### config.mk
export PLATFORM = sky130hd
export DESIGN_NAME = tiled_view_addr
export DESIGN_NICKNAME = d
export VERILOG_FILES = /design/src/rtl/tva_pkg.sv /design/src/rtl/tva_geom.sv /design/src/rtl/tva_map.sv /design/src/rtl/tva_outreg.sv /design/src/rtl/tiled_view_addr.sv
export SDC_FILE = /design/constraint.sdc
export NUM_CORES = 1
export LEC_CHECK = 0
export ABC_CLOCK_PERIOD_IN_PS = 15600
export BUFFER_PORTS_ARGS = -buffer_cell sky130_fd_sc_hd__buf_2
export CAP_MARGIN = 20
export CORE_UTILIZATION = 50
export CTS_BUF_LIST = sky130_fd_sc_hd__clkbuf_16
export DETAILED_ROUTE_END_ITERATION = 16
export PLACE_DENSITY_LB_ADDON = 0.25
export SYNTH_ARGS = -nofsm -noshare
export SYNTH_HDL_FRONTEND = slang
export SYNTH_HIERARCHICAL = 1
export SYNTH_SLANG_ARGS = --single-unit
### constraint.sdc
create_clock -name clk -period 15.6 [get_ports clk]
set_clock_uncertainty 0.2 [all_clocks]
set_input_delay 1.56 -clock clk [delete_from_list [all_inputs] [get_ports clk]]
set_output_delay 1.56 -clock clk [all_outputs]
set_load 0.1 [all_outputs]
### src/rtl/tva_pkg.sv
package tva_pkg;
  typedef enum logic [1:0] {
    TVA_FMT_8    = 2'd0,
    TVA_FMT_16   = 2'd1,
    TVA_FMT_32   = 2'd2,
    TVA_FMT_PAGE = 2'd3
  } tva_fmt_e;

  localparam int VIEW_XINV = 0;
  localparam int VIEW_YINV = 1;
  localparam int VIEW_SWAP = 2;
endpackage

### src/rtl/tva_geom.sv
module tva_geom #(
  parameter int CW_BITS = 14,
  parameter int CH_BITS = 13,
  parameter int SW_BITS = 6,
  parameter int SH_BITS = 6,
  localparam int SHW     = $clog2(SW_BITS + SH_BITS + 1),
  localparam int WW      = $clog2(CW_BITS + 1),
  localparam int SLW     = ((SW_BITS > SH_BITS) ? SW_BITS : SH_BITS) + 1,
  localparam int STR_MAX = ((CH_BITS + SW_BITS) > (CW_BITS + SH_BITS)) ?
                           (CH_BITS + SW_BITS) : (CW_BITS + SH_BITS),
  localparam int STRIDE_W = STR_MAX + 1
) (
  input  logic [1:0]          fmt,
  input  logic                swap,
  output logic [SHW-1:0]      xs,
  output logic [SHW-1:0]      ys,
  output logic [WW-1:0]       xw,
  output logic [WW-1:0]       yw,
  output logic [CW_BITS-1:0]  xmask,
  output logic [CH_BITS-1:0]  ymask,
  output logic [STRIDE_W-1:0] stride,
  output logic [SLW-1:0]      slot_w,
  output logic [SLW-1:0]      slot_h
);
  import tva_pkg::*;

  always_comb begin
    unique case (tva_fmt_e'(fmt))
      TVA_FMT_8:  begin xs = SHW'(0);       ys = SHW'(0);       end
      TVA_FMT_16: begin xs = SHW'(0);       ys = SHW'(1);       end
      TVA_FMT_32: begin xs = SHW'(1);       ys = SHW'(1);       end
      default:    begin xs = SHW'(SW_BITS); ys = SHW'(SH_BITS); end
    endcase
  end

  assign xw     = WW'(CW_BITS - int'(xs));
  assign yw     = WW'(CH_BITS - int'(ys));
  assign xmask  = CW_BITS'((64'd1 << xw) - 64'd1);
  assign ymask  = CH_BITS'((64'd1 << yw) - 64'd1);
  assign stride = swap ? (STRIDE_W'(1) << (CH_BITS + int'(xs)))
                       : (STRIDE_W'(1) << (CW_BITS + int'(ys)));
  assign slot_w = SLW'(1) << (SW_BITS - int'(xs));
  assign slot_h = SLW'(1) << (SH_BITS - int'(ys));
endmodule

### src/rtl/tva_map.sv
module tva_map #(
  parameter int CW_BITS = 14,
  parameter int CH_BITS = 13,
  parameter int SHW     = 4,
  parameter int WW      = 4,
  localparam int OFF_W  = CW_BITS + CH_BITS
) (
  input  logic [CW_BITS-1:0] x,
  input  logic [CH_BITS-1:0] y,
  input  logic [2:0]         view,
  input  logic [SHW-1:0]     xs,
  input  logic [SHW-1:0]     ys,
  input  logic [WW-1:0]      xw,
  input  logic [WW-1:0]      yw,
  input  logic [CW_BITS-1:0] xmask,
  input  logic [CH_BITS-1:0] ymask,
  output logic               in_range,
  output logic [OFF_W-1:0]   offset
);
  import tva_pkg::*;

  logic [CW_BITS-1:0] xm;
  logic [CH_BITS-1:0] ym;
  logic [OFF_W-1:0]   linear;
  logic [SHW:0]       align;

  assign in_range = (x <= xmask) && (y <= ymask);
  assign xm       = view[VIEW_XINV] ? (x ^ xmask) : x;
  assign ym       = view[VIEW_YINV] ? (y ^ ymask) : y;
  assign linear   = view[VIEW_SWAP] ? ((OFF_W'(xm) << yw) + OFF_W'(ym))
                                    : ((OFF_W'(ym) << xw) + OFF_W'(xm));
  assign align    = {1'b0, xs} + {1'b0, ys};
  assign offset   = in_range ? (linear << align) : '0;
endmodule

### src/rtl/tva_outreg.sv
module tva_outreg #(
  parameter int W = 8
) (
  input  logic         clk,
  input  logic         rst_n,
  input  logic         in_valid,
  output logic         in_ready,
  input  logic [W-1:0] in_data,
  output logic         out_valid,
  input  logic         out_ready,
  output logic [W-1:0] out_data
);
  assign in_ready = !out_valid || out_ready;

  always_ff @(posedge clk) begin
    if (!rst_n) begin
      out_valid <= 1'b0;
      out_data  <= '0;
    end else if (in_ready) begin
      out_valid <= in_valid;
      if (in_valid) out_data <= in_data;
    end
  end
endmodule

### src/rtl/tiled_view_addr.sv
module tiled_view_addr #(
  parameter int CW_BITS = 14,
  parameter int CH_BITS = 13,
  parameter int SW_BITS = 6,
  parameter int SH_BITS = 6,
  localparam int SHW     = $clog2(SW_BITS + SH_BITS + 1),
  localparam int WW      = $clog2(CW_BITS + 1),
  localparam int SLW     = ((SW_BITS > SH_BITS) ? SW_BITS : SH_BITS) + 1,
  localparam int STR_MAX = ((CH_BITS + SW_BITS) > (CW_BITS + SH_BITS)) ?
                           (CH_BITS + SW_BITS) : (CW_BITS + SH_BITS),
  localparam int STRIDE_W = STR_MAX + 1,
  localparam int OFF_W    = CW_BITS + CH_BITS,
  localparam int ADDR_W   = OFF_W + 5
) (
  input  logic                clk,
  input  logic                rst_n,
  input  logic                req_valid,
  output logic                req_ready,
  input  logic [1:0]          req_fmt,
  input  logic [2:0]          req_view,
  input  logic [CW_BITS-1:0]  req_x,
  input  logic [CH_BITS-1:0]  req_y,
  output logic                res_valid,
  input  logic                res_ready,
  output logic                res_coord_ok,
  output logic [ADDR_W-1:0]   res_addr,
  output logic [STRIDE_W-1:0] res_stride,
  output logic [SLW-1:0]      res_slot_w,
  output logic [SLW-1:0]      res_slot_h
);
  import tva_pkg::*;

  localparam int PW = 1 + ADDR_W + STRIDE_W + 2 * SLW;

  logic [SHW-1:0]      xs, ys;
  logic [WW-1:0]       xw, yw;
  logic [CW_BITS-1:0]  xmask;
  logic [CH_BITS-1:0]  ymask;
  logic [STRIDE_W-1:0] stride;
  logic [SLW-1:0]      slot_w, slot_h;
  logic                in_range;
  logic [OFF_W-1:0]    offset;
  logic [ADDR_W-1:0]   addr;
  logic [PW-1:0]       pay_in, pay_out;

  tva_geom #(
    .CW_BITS(CW_BITS), .CH_BITS(CH_BITS), .SW_BITS(SW_BITS), .SH_BITS(SH_BITS)
  ) u_geom (
    .fmt(req_fmt), .swap(req_view[VIEW_SWAP]),
    .xs(xs), .ys(ys), .xw(xw), .yw(yw), .xmask(xmask), .ymask(ymask),
    .stride(stride), .slot_w(slot_w), .slot_h(slot_h)
  );

  tva_map #(
    .CW_BITS(CW_BITS), .CH_BITS(CH_BITS), .SHW(SHW), .WW(WW)
  ) u_map (
    .x(req_x), .y(req_y), .view(req_view),
    .xs(xs), .ys(ys), .xw(xw), .yw(yw), .xmask(xmask), .ymask(ymask),
    .in_range(in_range), .offset(offset)
  );

  assign addr   = in_range ? {req_view, req_fmt, offset} : '0;
  assign pay_in = {in_range, addr, stride, slot_w, slot_h};

  tva_outreg #(.W(PW)) u_reg (
    .clk(clk), .rst_n(rst_n),
    .in_valid(req_valid), .in_ready(req_ready), .in_data(pay_in),
    .out_valid(res_valid), .out_ready(res_ready), .out_data(pay_out)
  );

  assign {res_coord_ok, res_addr, res_stride, res_slot_w, res_slot_h} = pay_out;
endmodule

==> results of run 1 <==
[power groups by stage]
stage	registers, mW	logic (mW)	clock network [mW]
3_3_place_gp	0.193	0.582	0
2_1_floorplan	0.258	0.398	0
5_1_grt	0.191	0.645	0.221
4_1_cts	0.190	0.587	0.215
3_5_place_dp	0.194	0.584	0
6_report	0.190	0.601	0.210
[worst max-delay path, cell delays in order]
cell and delay (ns):
buf_2 0.15, ha_1 0.33, inv_1 0.75, inv_1 0.10, ha_1 0.40, inv_1 0.06
mux4_2 0.51, mux2i_1 0.52, mux2i_1 0.28, mux2_2 0.33, ha_1 0.35, a21oi_1 0.18
o21ai_0 0.12, a31o_2 0.24, a221oi_1 0.40, nor3_1 0.12, nand2_1 0.14, xor2_1 0.10
mux4_2 0.53, o2bb2ai_2 0.20, nor3_1 0.06, or4b_1 0.47, o31ai_1 0.07, and2_2 0.16
nand2_1 0.05, mux2i_1 0.14
[metal layers]
metal  routed length, µm  GRT usage  part of all wire  vias up
li1                    -          -                 -     5220
met1               14830     0.4032              0.45     5074
met2               14700     0.4687              0.45      500
met3                2329    0.02152             0.071       67
met4                1060     0.1101             0.032        0
met5                   0          0                 0        -
[kinds of logic (layout without fill, tap and decap cells)]
logic type | count (synthesis) | in the layout | synth area share
flip-flops | 69 | 69 | 0.1257
AND/OR/NAND/NOR | 556 | 556 | 0.2441
adder cells (fa/ha/maj) | 69 | 69 | 0.08059
AO/OA/AOI/OAI | 290 | 290 | 0.1810
buffers and inverters | 225 | 223 | 0.1004
other | 2 | 21 | 0.0006832
XOR/XNOR | 52 | 52 | 0.04212
multiplexers | 206 | 206 | 0.2255
[through the flow]
stage | area [µm²] | instances
CTS | 11580 | 1760
floorplan | 11060 | 1488
detailed placement | 11270 | 1744
global route | 11600 | 1761
global placement | 11270 | 1744
finish | 11600 | 1761
[layout by cell type (no fill, tap or decap), drive strengths merged, types with 6 or more instances in the layout]
master,count
nor2b,21
o21a,10
a21o,15
a211o,7
o2111ai,8
mux2i,143
nand2,245
ha,66
and3,9
and2,47
xnor2,29
nor4,10
inv,87
a211oi,17
dfxtp,69
o21ai,56
nor3,30
xor2,23
a221oi,6
conb,21
mux2,33
clkbuf,9
nand4,15
o22ai,17
mux4,30
nor2,104
nand3,31
o211ai,10
a21oi,72
nand2b,11
buf,121
[final timing paths]
kind	slack, ns	startpoint	end
worst max-delay path	7.28	req_fmt[1]	u_reg/out_data[55]$_SDFFE_PN0P_
worst min-delay path	0.25	u_reg/out_data[54]$_SDFFE_PN0P_	u_reg/out_data[54]$_SDFFE_PN0P_
worst max register to register	13.74	u_reg/out_valid$_SDFFE_PN0P_	u_reg/out_data[46]$_SDFFE_PN0P_
worst min register to register	0.25	u_reg/out_data[54]$_SDFFE_PN0P_	u_reg/out_data[54]$_SDFFE_PN0P_
[registers in the layout, indices dropped and copies added, names as in the netlist]
register	count
u_reg/out_data	68
u_reg/out_valid	1
[cell type report]
| class | count | area (µm²) | share of cell area |
|---|---|---|---|
| well taps | 275 | 344.1 | 0.02966 |
| inverters | 86 | 322.8 | 0.02782 |
| repair buffers | 121 | 660.6 | 0.05694 |
| clock inverters | 7 | 82.58 | 0.007117 |
| flip-flops and latches | 69 | 1381 | 0.1191 |
| multi-input cells | 1194 | 8586 | 0.7400 |
| clock buffers | 9 | 225.2 | 0.01941 |
==> out/metrics.csv, run 1 <==
stage,metric,value,unit
floorplan,io pins,106,
timing,RSZ-0062 raised after global routing,false,
run_status,status,finished clean,
grt,largest net degree at the start of global routing,90,
layout,Area Growth Syn to Fin,5.555,%
placed_design,hpwl dp,25250,µm
clock_tree,CTS HTree Levels,3,
floorplan,DIE WIDTH,150.3,µm
layout,# fillers,2064,
clock_tree,"CTS clk-pin slew, worst paths",0.06,ns
clock_tree,Clock Path Buffers,2,
critical_path,kind of critical path,input pin to flop,
route,via count,10861,
timing,Final Hold Viols,0,
timing,Final Max Tran Viols,0,
clock_tree,CTS resizes,0,
synth,top_reg_cell synth,dfxtp_1,
grt,vias in the first global route,9728,
timing,hold slack,0.2520,ns
power,clock power share,0.210,
floorplan,die height,150.3,µm
timing,worst-margin pin slew,0.9987,ns
run,Max-cap violations,0,
clock_tree,"Clk Latency, worst-skew pair",0.33,ns
layout,layout cells sized above 1,0.1709,
route,WL per Instance,18.70,µm
placed_design,number of buffers added on ports,105,
timing,period utilisation layout,0.5333,
synth,YS warnings,6,
grt,initial antenna violation count,0,
placed_design,placer congestion estimate,1.006,
placed_design,pre-CTS WS,7.101,ns
synth,Post-synth top cells,"nand2_1 (245), mux2i_1 (143), nor2_1 (103)",
synth,Syn Area/Cell,7.482,µm²
synth,Post-Synthesis Cells,1469,
power,Comb pwr share,0.601,
synth,Synth top area share,0.1302,
floorplan,initial core utilization,0.5164,
power,Net Sw Frac,0.4813,
synth,largest cells by area after synthesis,"mux2i_1 (13%), dfxtp_1 (13%), nand2_1 (8.4%)",
timing,Finish-stage setup viols,0,
critical_path,CP Launch Type,input pin,
route,WL final,32930,µm
grt,first-pass GRT wire length,52010,µm
power,Lkg Pwr,5.441,nW
route,Pre-antenna DRT Iters,5,
power,Switch Pwr,0.4817,mW
floorplan,CORE AREA,0.02129,mm²
route,remaining routing DRC violations,0,
synth,Synth cell types,95,
timing,slew margin rel.,0.3342,
route,Routed Antenna Nets,0,
layout,"Core Util, Final",0.5451,
timing,Period minus WS final,8.319,ns
synth,Synth Register Bits,69,
critical_path,CP max FO,28,
synth,most common cell in the netlist,nand2_1,
route,DR vias/cell,6.168,
synth,"Cell Area, Synth",0.01099,mm²
power,Max VDD drop,0.05254,mV
synth,post-synthesis sequential area ratio,0.1257,
clock_tree,CTS tree,done,
timing,Fin Setup TNS,0,ns
power,Pwr Total,1.001,mW
power,P_int,0.5190,mW
route,First DRT Iteration DRCs,1007,
clock_tree,hold buffers post-CTS,0,
clock_tree,post-CTS setup buffers,0,
grt,total grt overflow,0,
critical_path,Reg2Reg Depth,5,
timing,setup ws final,7.281,ns
critical_path,worst path required time,15.66,ns
synth,Post-synth EDFFs,0,
synth,asr flop ratio synth,0,
critical_path,Worst Path Arrival,8.38,ns
layout,NumNets Final,1586,
power,Power per Cell Area,86.25,mW/mm²
floorplan,num rows,53,
grt,gr usage total,0.2909,
min_path,hold depth,2,
power,Flop pwr share,0.190,
clock_tree,Num CTS Buffers,9,
min_path,Min-Delay Path Class,flop to flop,
clock_tree,TritonCTS sink count,69,
floorplan,die area,0.02258,mm²
critical_path,Setup crit end kind,flop,
timing,Max Clk Rate,120.2,MHz
layout,antenna cells,0,
synth,leading area contributor after synthesis,mux2i_1,
clock_tree,CTS Root Cell,clkbuf_16,
Note: power is estimated with default switching activity, not from simulation.
==> inputs of run 2 (changes only) <==
ABC_CLOCK_PERIOD_IN_PS = 8100   (was 15600)
clock period = 8.1 ns   (was 15.6 ns; I/O delays follow)
==> out/metrics.csv, run 2 (synthesized netlist as in run 1, its figures left out) <==
stage,metric,value,unit,change
critical_path,Reg2Reg Depth,4,,was 5
route,DR vias/cell,6.169,,was 6.168
critical_path,CP Launch Type,input pin,,unchanged
timing,Finish-stage setup viols,0,,unchanged
clock_tree,hold buffers post-CTS,0,,unchanged
clock_tree,TritonCTS sink count,69,,unchanged
grt,busiest layer in global routing,met2,,unchanged
critical_path,kind of critical path,input pin to flop,,unchanged
route,via count,10907,,was 10861
grt,met1 Usage GRT,0.3972,,was 0.4032
route,Pre-antenna DRT Iters,5,,unchanged
timing,Final Max Tran Viols,0,,unchanged
placed_design,number of buffers added on ports,105,,unchanged
timing,slew margin rel.,0.3435,,was 0.3342
run_status,status,finished clean,,unchanged
layout,antenna cells,0,,unchanged
critical_path,CP Launch Point,req_fmt[0],,was req_fmt[1]
timing,period utilisation layout,0.8750,,
route,WL final,32920,µm,was 32930 µm
clock_tree,Num CTS Buffers,9,,unchanged
route,WL per Instance,18.62,µm,was 18.70 µm
floorplan,die area,0.02258,mm²,unchanged
floorplan,DIE WIDTH,150.3,µm,unchanged
timing,RSZ-0062 raised after global routing,false,,unchanged
floorplan,CORE AREA,0.02129,mm²,unchanged
critical_path,critical path's slowest cell,mux4_2,,was inv_1
power,Pwr Total,1.949,mW,was 1.001 mW
layout,"commonest non-fill, non-tap cell in the layout",nand2_1,,unchanged
grt,first-pass GRT wire length,51660,µm,was 52010 µm
clock_tree,CTS Root Cell,clkbuf_16,,unchanged
critical_path,most frequent CP cell,ha_1,,
grt,grt met2 use,0.4484,,was 0.4687
floorplan,num rows,53,,unchanged
grt,initial antenna violation count,0,,unchanged
critical_path,CP peak stage delay,0.52,ns,was 0.75 ns
clock_tree,CTS HTree Levels,3,,unchanged
layout,"commonest cells after routing, fill and taps aside","nand2_1 (245), mux2i_1 (143), buf_2 (104)",,unchanged
critical_path,count of buffer and inverter cells on the critical path,4,,unchanged
min_path,Min-Delay Path Class,flop to flop,,unchanged
critical_path,Worst Path Arrival,7.15,ns,was 8.38 ns
timing,Final Hold Viols,0,,unchanged
critical_path,worst path required time,8.16,ns,was 15.66 ns
critical_path,cell family with most CP delay,simple AND/OR/NAND/NOR gates,,was multiplexers
critical_path,Worst R2R Start,u_reg/out_valid$_SDFFE_PN0P_,,unchanged
floorplan,initial core utilization,0.5164,,unchanged
clock_tree,"Clk Latency, worst-skew pair",0.33,ns,about the same
layout,max reg flops,68,,unchanged
clock_tree,post-CTS setup buffers,0,,unchanged
floorplan,io pins,106,,unchanged
clock_tree,Clock Path Buffers,2,,unchanged
timing,Max Clk Rate,141.1,MHz,
placed_design,hpwl dp,25610,µm,was 25250 µm
timing,Fin Setup TNS,0,ns,unchanged
grt,total grt overflow,0,,unchanged
route,remaining routing DRC violations,0,,unchanged
grt,met3 Resource Use GR,0.04061,,was 0.02152
timing,worst-margin pin slew,0.9848,ns,was 0.9987 ns
route,First DRT Iteration DRCs,925,,was 1007
critical_path,Setup crit end kind,flop,,unchanged
layout,Area Growth Syn to Fin,6.249,%,was 5.555%
clock_tree,CTS resizes,0,,unchanged
layout,register bank with the most flops,u_reg/out_data,,unchanged
clock_tree,CTS tree,done,,unchanged
critical_path,Worst R2R End,u_reg/out_data[51]$_SDFFE_PN0P_,,was u_reg/out_data[46]$_SDFFE_PN0P_
critical_path,worst reg-to-reg setup slack,6.35,ns,was 13.74 ns
critical_path,Crit path depth,28,,was 26
grt,vias in the first global route,9876,,was 9728
power,Lkg Pwr,5.490,nW,was 5.441 nW
layout,layout cells sized above 1,0.1748,,was 0.1709
run,Max-cap violations,0,,unchanged
grt,gr usage total,0.2887,,was 0.2909
power,Max VDD drop,0.1209,mV,was 0.05254 mV
critical_path,CP max FO,11,,was 28
clock_tree,"CTS clk-pin slew, worst paths",0.06,ns,about the same
placed_design,placer congestion estimate,1.027,,was 1.006
grt,largest net degree at the start of global routing,83,,was 90
route,Routed Antenna Nets,0,,unchanged
floorplan,die height,150.3,µm,unchanged
power,Power per Cell Area,166.9,mW/mm²,was 86.25 mW/mm²
layout,NumNets Final,1593,,was 1586
critical_path,CP endpoint,u_reg/out_data[55]$_SDFFE_PN0P_,,unchanged
layout,Top Registers,"u_reg/out_data (68), u_reg/out_valid (1)",,unchanged
timing,Period minus WS final,7.087,ns,
-- run 2: cell count changes in the layout (fill, tap and decap cells not counted) --
cell,before,now
buf_12,1,0
inv_6,2,1
buf_4,16,23
clkinv_4,1,2
bufinv_16,1,2
clkinvlp_4,2,1
buf_16,0,1
clkinv_2,0,1
inv_8,1,0
-- run 2: tightest hold or removal path, stage by stage (launching register included) --
cell     delay, ns
dfxtp_1       0.30
nand2_1       0.05
mux2i_1       0.05
-- run 2: report_power, final --
group / switching [mW] / internal [mW] / leakage [nW]
sequential: 0.00870 / 0.357 / 0.562
combinational: 0.758 / 0.403 / 4.77
clock: 0.152 / 0.271 / 0.156
-- run 2: cell type report --
cell class / instances / area [µm²]
clock inverters: 7 / 98.84
inverters: 86 / 322.8
repair buffers: 128 / 720.7
flip-flops and latches: 69 / 1381
multi-input cells: 1194 / 8586
well taps: 275 / 344.1
clock buffers: 9 / 225.2
fillers: 2033 / 9608
-- run 2: worst min-delay path by stage --
stage | cells after the start | slack, ns | to | startpoint
floorplan | 2 | 0.69 | u_reg/out_data[0]$_SDFFE_PN0P_ | u_reg/out_data[0]$_SDFFE_PN0P_
global placement | 2 | 0.24 | u_reg/out_data[67]$_SDFFE_PN0P_ | u_reg/out_data[67]$_SDFFE_PN0P_
detailed placement | 2 | 0.24 | u_reg/out_data[23]$_SDFFE_PN0P_ | u_reg/out_data[23]$_SDFFE_PN0P_
CTS | 2 | 0.26 | u_reg/out_data[16]$_SDFFE_PN0P_ | u_reg/out_data[16]$_SDFFE_PN0P_
global route | 2 | 0.27 | u_reg/out_data[12]$_SDFFE_PN0P_ | u_reg/out_data[12]$_SDFFE_PN0P_
finish | 2 | 0.25 | u_reg/out_data[50]$_SDFFE_PN0P_ | u_reg/out_data[50]$_SDFFE_PN0P_
-- run 2: through the flow --
step                      setup slack [ns]  utilization  hold WS, ns  instance area [µm²]  instances
after floorplan                      1.534            -       0.6852                11060       1488
after global placement              0.9645       0.5321       0.2387                11330       1751
after detailed placement            0.7810       0.5334       0.2436                11350       1752
after CTS                            1.102       0.5486       0.2552                11680       1768
after global routing                0.5854       0.5486       0.2679                11680       1768
final                                1.013       0.5486       0.2543                11680       1768
-- run 2: layer usage --
| metal | routed length [µm] | share of wire |
|---|---|---|
| met5 | 0 | 0 |
| met4 | 1217 | 0.037 |
| met3 | 2783 | 0.085 |
| met2 | 14390 | 0.44 |
| met1 | 14530 | 0.44 |
